## config.mk

```make
export PLATFORM = sky130hd
export DESIGN_NAME = sleep_wdt_ctl
export DESIGN_NICKNAME = d
export VERILOG_FILES = /design/src/rtl/sleepwdt_pkg.sv /design/src/rtl/slp_ctrl.sv /design/src/rtl/slp_dp.sv /design/src/rtl/sleep_wdt_ctl.sv
export SDC_FILE = /design/constraint.sdc
export NUM_CORES = 1
export LEC_CHECK = 0
export ABC_AREA = 1
export BUFFER_PORTS_ARGS = -buffer_cell sky130_fd_sc_hd__clkbuf_2
export CELL_PAD_IN_SITES_DETAIL_PLACEMENT = 2
export CELL_PAD_IN_SITES_GLOBAL_PLACEMENT = 2
export CORE_AREA = 8 8 81 83
export DETAILED_ROUTE_END_ITERATION = 16
export DIE_AREA = 0 0 89 91
export GPL_TIMING_DRIVEN = 1
export HOLD_SLACK_MARGIN = 0.08
export PLACE_DENSITY = 0.75
export RECOVER_POWER = 50
export SYNTH_ARGS = -nofsm -noshare
export SYNTH_HDL_FRONTEND = slang
export SYNTH_SLANG_ARGS = --single-unit
```

## constraint.sdc

```tcl
create_clock -name clk -period 1.54 [get_ports clk]
set_input_delay 0.077 -clock clk [delete_from_list [all_inputs] [get_ports clk]]
set_output_delay 0.077 -clock clk [all_outputs]
set_load 0.02 [all_outputs]
```

## src/rtl/sleepwdt_pkg.sv

```systemverilog
package sleepwdt_pkg;

  // Instruction phases of one core cycle; the numeric order is the sequence.
  typedef enum logic [1:0] {
    PH_0 = 2'd0,  // decode
    PH_1 = 2'd1,  // idle
    PH_2 = 2'd2,  // execute
    PH_3 = 2'd3   // commit / sleep entry
  } phase_t;

  // Strobes from the control to the datapath.
  typedef struct packed {
    logic wdtClr;  // clear watchdog counter and postscaler
    logic toSet;   // set the time-out flag
    logic pdClr;   // clear the power-down flag
  } slp_strb_t;

  function automatic phase_t phaseNext(phase_t cur);
    return phase_t'(cur + 2'd1);
  endfunction

endpackage

```

## src/rtl/slp_ctrl.sv

```systemverilog
module slp_ctrl
  import sleepwdt_pkg::*;
#(
  parameter int                  INSTR_W  = 16,
  parameter logic [INSTR_W-1:0]  SLEEP_OP = INSTR_W'(3)
) (
  input  logic               clk,
  input  logic               rstN,
  input  logic [INSTR_W-1:0] instrWord,
  input  logic               extWake,
  input  logic               wdtOvf,
  output slp_strb_t          strb,
  output phase_t             phase,
  output logic               coreClkEn,
  output logic               coreRst
);

  logic sleeping;
  logic sleepPend;
  logic isSleepOp;
  logic wakeEvt;
  logic enterNow;

  assign isSleepOp = (instrWord == SLEEP_OP);
  assign wakeEvt   = wdtOvf || extWake;
  assign enterNow  = !sleeping && (phase == PH_3) && sleepPend;

  // Phase sequencer, opcode latch and sleep state.
  always_ff @(posedge clk or negedge rstN) begin
    if (!rstN) begin
      phase     <= PH_0;
      sleepPend <= 1'b0;
      sleeping  <= 1'b0;
    end else if (sleeping) begin
      phase <= PH_0;
      if (wakeEvt) begin
        sleeping <= 1'b0;
      end
    end else begin
      phase <= phaseNext(phase);
      if (phase == PH_0) begin
        sleepPend <= isSleepOp;
      end
      if (enterNow) begin
        sleeping  <= 1'b1;
        sleepPend <= 1'b0;
      end
    end
  end

  // Execute-phase strobes for the sleep instruction.
  always_comb begin
    strb        = '0;
    if (!sleeping && (phase == PH_2) && sleepPend) begin
      strb.wdtClr = 1'b1;
      strb.toSet  = 1'b1;
      strb.pdClr  = 1'b1;
    end
  end

  assign coreClkEn = !sleeping;
  assign coreRst   = wdtOvf && !sleeping;

  // the phase advances by one each cycle while awake
  p_phase_adv_r2: assert property (@(posedge clk) disable iff (!rstN)
    coreClkEn |=> (phase == phaseNext($past(phase))));

  // the clock stays gated only with the phase parked at 0
  p_hold_phase_r5: assert property (@(posedge clk) disable iff (!rstN)
    !coreClkEn |-> (phase == PH_0));

  // commit phase of a pending sleep gates the clock
  p_enter_r5: assert property (@(posedge clk) disable iff (!rstN)
    ((phase == PH_3) && sleepPend && coreClkEn) |=> !coreClkEn);

  // a watchdog overflow while asleep wakes the core at phase 0
  p_wdt_wake_r7: assert property (@(posedge clk) disable iff (!rstN)
    (!coreClkEn && wdtOvf) |=> (coreClkEn && (phase == PH_0)));

  // an external request while asleep wakes the core
  p_ext_wake_r8: assert property (@(posedge clk) disable iff (!rstN)
    (!coreClkEn && extWake) |=> coreClkEn);

endmodule

```

## src/rtl/slp_dp.sv

```systemverilog
module slp_dp
  import sleepwdt_pkg::*;
#(
  parameter int WDT_W    = 8,
  parameter int PS_SEL_W = 3
) (
  input  logic                clk,
  input  logic                rstN,
  input  logic                wdtTick,
  input  logic [PS_SEL_W-1:0] psSel,
  input  slp_strb_t           strb,
  output logic                wdtOvf,
  output logic [WDT_W-1:0]    wdtCnt,
  output logic                timeoutFlag,
  output logic                powerDnFlag
);

  localparam int PS_W = (1 << PS_SEL_W) - 1;

  logic [PS_W-1:0] psCnt;
  logic [PS_W-1:0] psLimit;
  logic [PS_W:0]   psSpan;
  logic            psWrap;
  logic            cntTop;
  logic            ovfNext;

  assign psSpan  = (PS_W + 1)'(1) << psSel;
  assign psLimit = PS_W'(psSpan - 1'b1);
  assign psWrap  = (psCnt >= psLimit);
  assign cntTop  = &wdtCnt;
  assign ovfNext = wdtTick && psWrap && cntTop && !strb.wdtClr;

  // Postscaler feeds the watchdog counter; a clear strobe wins over a tick.
  always_ff @(posedge clk or negedge rstN) begin
    if (!rstN) begin
      psCnt  <= '0;
      wdtCnt <= '0;
    end else if (strb.wdtClr) begin
      psCnt  <= '0;
      wdtCnt <= '0;
    end else if (wdtTick) begin
      if (psWrap) begin
        psCnt  <= '0;
        wdtCnt <= wdtCnt + 1'b1;
      end else begin
        psCnt  <= psCnt + 1'b1;
      end
    end
  end

  always_ff @(posedge clk or negedge rstN) begin
    if (!rstN) begin
      wdtOvf <= 1'b0;
    end else begin
      wdtOvf <= ovfNext;
    end
  end

  // Status flags.
  always_ff @(posedge clk or negedge rstN) begin
    if (!rstN) begin
      timeoutFlag <= 1'b1;
      powerDnFlag <= 1'b1;
    end else begin
      if (strb.toSet) begin
        timeoutFlag <= 1'b1;
      end else if (wdtOvf) begin
        timeoutFlag <= 1'b0;
      end
      if (strb.pdClr) begin
        powerDnFlag <= 1'b0;
      end
    end
  end

  // the execute strobe leaves counter zero and flags in sleep state
  p_clear_r4: assert property (@(posedge clk) disable iff (!rstN)
    strb.wdtClr |=> ((wdtCnt == '0) && timeoutFlag && !powerDnFlag));

  // an overflow is a single-cycle event
  p_ovf_pulse_r6: assert property (@(posedge clk) disable iff (!rstN)
    wdtOvf |=> !wdtOvf);

  // an overflow clears the time-out flag on the next edge
  p_ovf_to_r9: assert property (@(posedge clk) disable iff (!rstN)
    (wdtOvf && !strb.toSet) |=> !timeoutFlag);

  // the power-down flag never rises outside reset
  p_pd_sticky_r10: assert property (@(posedge clk) disable iff (!rstN)
    !powerDnFlag |=> !powerDnFlag);

endmodule

```

## src/rtl/sleep_wdt_ctl.sv

```systemverilog
module sleep_wdt_ctl
  import sleepwdt_pkg::*;
#(
  parameter int                 INSTR_W  = 16,
  parameter logic [INSTR_W-1:0] SLEEP_OP = INSTR_W'(3),
  parameter int                 WDT_W    = 8,
  parameter int                 PS_SEL_W = 3
) (
  input  logic                clk,
  input  logic                rstN,
  input  logic [INSTR_W-1:0]  instrWord,
  input  logic                extWake,
  input  logic                wdtTick,
  input  logic [PS_SEL_W-1:0] psSel,
  output logic                coreClkEn,
  output logic                coreRst,
  output logic                timeoutFlag,
  output logic                powerDnFlag,
  output logic [WDT_W-1:0]    wdtCount,
  output logic [1:0]          qPhase
);

  slp_strb_t strb;
  phase_t    phase;
  logic      wdtOvf;

  slp_ctrl #(
    .INSTR_W  (INSTR_W),
    .SLEEP_OP (SLEEP_OP)
  ) u_ctrl (
    .clk       (clk),
    .rstN      (rstN),
    .instrWord (instrWord),
    .extWake   (extWake),
    .wdtOvf    (wdtOvf),
    .strb      (strb),
    .phase     (phase),
    .coreClkEn (coreClkEn),
    .coreRst   (coreRst)
  );

  slp_dp #(
    .WDT_W    (WDT_W),
    .PS_SEL_W (PS_SEL_W)
  ) u_dp (
    .clk         (clk),
    .rstN        (rstN),
    .wdtTick     (wdtTick),
    .psSel       (psSel),
    .strb        (strb),
    .wdtOvf      (wdtOvf),
    .wdtCnt      (wdtCount),
    .timeoutFlag (timeoutFlag),
    .powerDnFlag (powerDnFlag)
  );

  assign qPhase = phase;

endmodule

```

==> results of run 1 <==
-- state kept, by name, indices dropped and copies added, names as in the netlist --
| signal | flops |
|---|---|
| u_ctrl.phase | 2 |
| u_ctrl.sleepPend | 1 |
| u_ctrl.sleeping | 1 |
| u_dp.powerDnFlag | 1 |
| u_dp.psCnt | 7 |
| u_dp.timeoutFlag | 1 |
| u_dp.wdtCnt | 8 |
| u_dp.wdtOvf | 1 |
-- report_power, final --
part / internal, mW / switching (mW) / total [mW]
sequential: 0.720 / 0.160 / 0.880
combinational: 0.565 / 0.780 / 1.34
clock: 0.347 / 0.201 / 0.548
-- worst reg2reg max path, stage by stage (launching register included) --
cell and delay (ns):
dfrtp_1 0.43, ha_4 0.25, nand2_4 0.09, inv_2 0.05
a21oi_4 0.20, nand3_4 0.17, nand2_8 0.13, inv_8 0.05
nor2_4 0.09
-- synth_stat cells (all sizes together) --
library cell and count:
nand2 62, nor2 30, inv 23, dfrtp 20
nand3 14, ha 12, nand4 9, a21oi 5
o21ai 5, nand3b 3, xor2 3, buf 2
dfstp 2, o21bai 2, clkbuf 1, o31ai 1
xnor2 1
-- metrics by stage --
step | instances | power, mW | utilization, % | TNS [ns] | instance area, um2
after global routing | 322 | 2.99 | 39.0 | -1.16 | 2080
final | 322 | 2.77 | 39.0 | 0 | 2080
after floorplan | 195 | 1.47 | - | 0 | 1460
after global placement | 309 | 1.89 | 33.2 | -0.686 | 1770
after CTS | 320 | 2.67 | 37.0 | 0 | 1970
after detailed placement | 309 | 1.95 | 33.2 | -2.01 | 1770
-- routing by layer --
layer	up-vias	routed length, um
met5	-	0
met4	0	72
met3	6	284
met2	38	2510
met1	734	2170
li1	735	-
-- area by class of cell --
| cell class | instances | area, um2 | area share (%) |
|---|---|---|---|
| multi-input cells | 148 | 963 | 46.3 |
| flip-flops and latches | 22 | 553 | 26.6 |
| repair buffers | 53 | 309 | 14.9 |
| inverters | 23 | 93.8 | 4.51 |
| well taps | 72 | 90.1 | 4.33 |
| clock buffers | 3 | 41.3 | 1.98 |
| clock inverters | 1 | 30.0 | 1.44 |
-- cell families (layout without fill, tap and decap cells) --
family	Yosys count	after routing
simple gates	118	119
buf+inv	26	80
flops	22	22
compound gates	13	13
fa+ha+maj	12	12
xor+xnor	4	4
-- final timing paths --
check,from,end,slack (ns)
max,u_dp.psCnt[6],u_dp.psCnt[0],0.008
min reg2reg,u_dp.powerDnFlag,u_dp.powerDnFlag,0.45
max reg2reg,u_dp.psCnt[6],u_dp.psCnt[0],0.008
max in group asynchronous,rstN,u_dp.wdtCnt[7],0.82
min in group asynchronous,rstN,u_dp.wdtCnt[5],0.34
min,instrWord[1],u_ctrl.sleepPend,0.15
-- repair_timing --
action,4_1_cts,5_1_grt
buffers inserted,4,2
cloned,1,0
endpoints found under the setup margin,16,16
endpoints found under the hold margin,21,0
hold buffers,2,0
pin swaps,7,11
gates resized for setup,14,22
==> results.txt, run 1 <==
The run finished with clean final reports. The average wire length per cell after detail routing is 15.6 um. The cell family contributing the most delay on the critical path is simple AND/OR/NAND/NOR gates.

The critical path contains buffers and inverters numbering 2 combined. The data arrival at the endpoint of the critical path is 1.73 ns. After synthesis, the largest family of logic cells by area is simple AND/OR/NAND/NOR gates. The hold violation total from the final report is 0. By startpoint and endpoint, the worst setup path is classified as flip-flop to flip-flop. The clock slew seen by the registers of the worst setup and hold paths is 0.09 ns. The antenna violation net count after detailed routing is 0.

After synthesis, the mean cell area works out to 7.51 um2. The element type at the critical path end is a flip-flop. Counting flops and latches in the post-synthesis netlist gives 22. The peak per-stage delay on the critical path is 0.43 ns.

The worst hold path depth came out at 5. The simple logic cell fraction of the synthesized area is 36.3%. The slack of the critical path came out at 0.00841 ns. The path class of the lowest-slack min-delay path is input port to flip-flop. The total overflow left after global routing is 0. Dividing the detail-routed via count by the number of cells gives 4.70.

The worst setup slack after placement came out at -0.185 ns. The die is 91 um tall. The pin slew with the least headroom to its limit came out at 0.583 ns. The global-route met3 utilization came out at 2.43%.

Summed over all instances, the cell type with the most area after synthesis is dfrtp_1. The clock skew is 0.00347 ns. By area the synthesized netlist is led by dfrtp_1 34%, nand2_1 15%, ha_1 10%.

The number of different library cells in the post-synthesis netlist came out at 26. The critical-path maximum fanout came out at 6. Summed over all cells, the static leakage comes to 1.06 nW.

The H-tree depth came out at 1. When the netlist entered floorplanning its net count stood at 230. The library cell used most frequently in the layout, excluding fill and tap cells, is nand2_1. The post-synthesis cell area came out at 1460 um2. The worst hold margin is 0.148 ns. STA classifies the critical path startpoint as a flip-flop. The portion of netlist area occupied by mux cells came out at 0%.

The gate count of the mapped netlist came out at 195. Setup violations remaining at the end of the flow were counted as 0. Cells with a size suffix above 1 make up 35.6% of the layout.

The remaining routing DRC violations came out at 0. The synthesized netlist devotes 10.3% of its cell area to adder and majority cells. The count of yosys warnings during synthesis is 0. The compound-cell area share of the yosys netlist is 5.21%. The number of fill cells came out at 653.

The number of DRC markers after the initial detailed-route iteration is 13. The total via count after detailed routing is 1513. The die area is 8100 um2. The final critical delay including setup and external delays came out at 1.53 ns. The signal on the critical path passes through ha_4 -> nand2_4 -> inv_2 -> a21oi_4 -> nand3_4 -> nand2_8 -> inv_8 -> nor2_4. The starting density of the core is 27.4%. The number of antenna violations at the first check in global routing came to 0. In the layout the commonest cells are 52 x nand2_1, 36 x clkbuf_2, 23 x nor2_1. The met2 layer usage reported by global route came out at 21.2%. The number of port buffers came out at 36.

The tree is rooted in a clkbuf_8. The wire-length estimate of the detail-placed layout is 3790 um. The number of optimization iterations in the first detailed-route pass came out at 4. In this run the standard cell core region covers 5340 um2. The TritonCTS buffer count came out at 3. The via count of the first global-routing pass came out at 1599. The width of the die came out at 89 um. Sequential elements use 37.8% of the synthesized area. During I/O placement, the number of pins put on the boundary was 37. The final critical path takes up 99.5% of the cycle. The number of rows created at floorplan came out at 27. After the last flow step, the layout net total stands at 286. The number of cells on the worst reg-to-reg path came out at 8. The power density of the placed cells is 1330 nW/um2. The post-synthesis share of cell area spent on xor and xnor gates is 2.39%. The proportion of netlist area held by the largest area contributor came out at 34.2%. The first global-routing pass estimated 7720 um of wire. The number of antenna cells inserted is 0.

The number of maximum-capacitance violations came out at 0. The congestion estimate from routability-driven global placement came to 0.724. The count of pins over their slew limit is 0. On the critical path, the stage with the largest delay is an instance of dfrtp_1. The critical path crosses 8 cells after its start point.

The maximum number of pins on one net before global-route repair came out at 23. The number of buffers on the longest clock path is 2. For this block, the routed nets add up to 5040 um of wire. The achievable frequency is 0.653 GHz.

The met1 track utilization from global routing came out at 14.0%. The global-route total usage across every layer is 12.0%. The peak supply drop is 0.685 mV. The required time of the critical path came out at 1.74 ns. The growth of design area from synthesis to finish is 42.1%. The number of clock sinks came out at 22. TritonCTS built the clock tree. Setup repair after global routing could not meet its margin everywhere. Clock latency on the worst-skew pair, taken at its later pin, is 0.26 ns.

The relative slew slack came out at 61.2%. met2 is the most crowded layer.
Note: power is estimated with default switching activity, not from simulation.
==> run 2, diff against run 1 <==
Settings changed: RECOVER_POWER 50 to not set.
==> results.txt, run 2 (same netlist as run 1, synthesis figures left out) <==
The path class of the tightest hold or removal check is input port to flip-flop. The share of total power dissipated in the clock network is 19.7%. The number of antenna violations at the first check in global routing came out at 0. u_dp.wdtCnt holds more flip-flops than any other register. The worst hold margin came out at 0.148 ns. The clock slew seen by the registers of the worst setup and hold paths came out at 0.09 ns. The summed negative setup slack over all endpoints is 0 ns. The maximum number of pins on one net before global-route repair is 23.

STA puts the critical path data arrival time at 1.73 ns. Once detailed placement completed, the half-perimeter wirelength came to 3790 um. The number of optimization iterations in the first detailed-route pass is 4.

The average wire length per cell after detail routing is 15.6 um. The critical path start-end classification is flip-flop to flip-flop. Setup repair after global routing could not meet its margin everywhere. The global placement routability congestion is 0.724. The count of pins over their slew limit is 0. Setup violations remaining at the end of the flow were counted as 0.

The TritonCTS buffer count came out at 3. The via count of the first global-routing pass is 1599. The peak supply drop is 0.685 mV. The worst setup slack after placement came out at -0.185 ns.

The final critical delay including setup and external delays is 1.53 ns. The most common cell after layout, fill and taps aside is nand2_1. The initial utilization of the core area, before any placement, comes to 27.4%. The power spent charging and discharging nets is 1.14 mW. The global-route total usage across every layer came out at 12.0%. Walking the worst path, the cells encountered are ha_4 -> nand2_4 -> inv_2 -> a21oi_4 -> nand3_4 -> nand2_8 -> inv_8 -> nor2_4. The overflow left after global routing came out at 0.

The growth of design area from synthesis to finish is 42.4%. The critical path buffer and inverter count came out at 2. The part of the total power dissipated in sequential elements is 31.6%. At the end of the flow, the number of nets in the layout was 286. The utilization after layout is 39.1%.

Power comes to 2.78 mW. The share of post-route cells with drive strength above 1 came out at 36.0%. The switching share of power is 41.0%. On the final layout, the worst clock skew is 0.00347 ns.

The antenna violation net count after detailed routing came out at 0. The critical-path cell with the highest stage delay is dfrtp_1. The required time of the critical path is 1.74 ns. The largest single stage delay on the critical path is 0.43 ns. The first routing iteration left 13 violations. The number of buffers on the longest clock path came out at 2. The detailed-route vias per instance came out at 4.70. STA classifies the critical path startpoint as a flip-flop. For the pin with the worst max-slew slack, the measured transition is 0.583 ns. The leakage dissipation is 1.06 nW. The die area is 8100 um2. The flip-flop count of the largest register after layout is 8. STA classifies the critical path endpoint as a flip-flop. At the later pin of the worst-skew pair, clock insertion delay measures 0.26 ns. The tool flagged a number of max-cap violations equal to 0. The H-tree depth came out at 1.

The standard cell core area came out at 5340 um2. The fraction of the cycle the final worst path needs is 99.5%. The top cell types in the final layout, fill and taps aside, are 52 x nand2_1, 36 x clkbuf_2, 23 x nor2_1. The die is 91 um tall. The run finished with clean final reports. The hold violation total from the final report is 0. The critical-path maximum fanout is 6. The relative slew slack is 61.2%. The wire length after detailed routing is 5030 um. The remaining routing DRC violations is 0. The largest registers in the layout are u_dp.wdtCnt x8, u_dp.psCnt x7, u_ctrl.phase x2. The number of top-level pins is 37. The CTS tree is yes.

The number of antenna cells inserted came out at 0. The total via count after detailed routing is 1513. The global-route wire length before repair is 7720 um. The number of port buffers is 36. The number of rows created at floorplan is 27. The internal power consumption came out at 1.64 mW. The width of the die is 89 um. The combinational group share of total power came out at 48.7%. In the post-route analysis, the smallest setup slack over all paths is 0.00841 ns. In this run the power density over the cells is 1330 nW/um2. Grouping stages by cell kind, the critical path spends the most delay in simple AND/OR/NAND/NOR gates.

CTS saw 22 sinks. The achievable frequency is 0.653 GHz. The tree is rooted in a clkbuf_8.
## run 2: cell count changes in the layout (fill, tap and decap cells not counted)
cell and delta:
buf_4 +1, clkbuf_1 -1
## run 2: final cells by class
cell class / count / area (um2)
inverter: 23 / 93.8
clock buffer: 3 / 41.3
clock inverter: 1 / 30.0
tap: 72 / 90.1
multi-input combinational: 148 / 963
fill: 654 / 3250
sequential: 22 / 553
timing repair buffer: 53 / 313
## run 2: final timing paths
kind	start	endpoint	slack, ns	cells after the start
worst min register to register	u_dp.powerDnFlag	u_dp.powerDnFlag	0.45	2
worst max register to register	u_dp.psCnt[6]	u_dp.psCnt[0]	0.008	8
worst min-delay path	instrWord[1]	u_ctrl.sleepPend	0.15	5
worst max-delay path	u_dp.psCnt[6]	u_dp.psCnt[0]	0.008	8
max in group asynchronous	rstN	u_dp.wdtCnt[7]	0.82	2
min in group asynchronous	rstN	u_dp.wdtCnt[5]	0.34	2
## run 2: what timing repair did
action                                 in CTS  in global routing
buffers inserted                            4                  2
gates cloned                                1                  0
hold buffers                                2                  0
pin swaps                                   7                 11
endpoints found under the hold margin      21                  0
setup endpoints to repair                  16                 16
resized for setup                          14                 22
## run 2: per-layer routing
metal / wire length (um) / track usage, %
met2: 2510 / 21.2
met5: 0 / 0
met3: 284 / 2.43
met1: 2170 / 14.0
met4: 72 / 3.33
## run 2: tightest hold or removal path, stage by stage
cell and delay, ns:
clkbuf_2 0.08, nand3b_1 0.07, nor2_1 0.04, nand3_1 0.06
nand2_1 0.05
## run 2: power groups by stage
stage          Sequential [mW]  Combinational [mW]  Clock (mW)
4_1_cts                  0.881                1.22       0.563
3_5_place_dp             0.881                1.07           0
2_1_floorplan            0.962               0.510           0
5_1_grt                  0.909                1.50       0.596
3_3_place_gp             0.867                1.02           0
6_report                 0.880                1.35       0.548
## run 2: per-stage QoR
step                std cells  cell area, um2
finish                    322            2080
global route              322            2080
CTS                       320            1970
detailed placement        309            1770
global placement          309            1770
floorplan                 195            1460
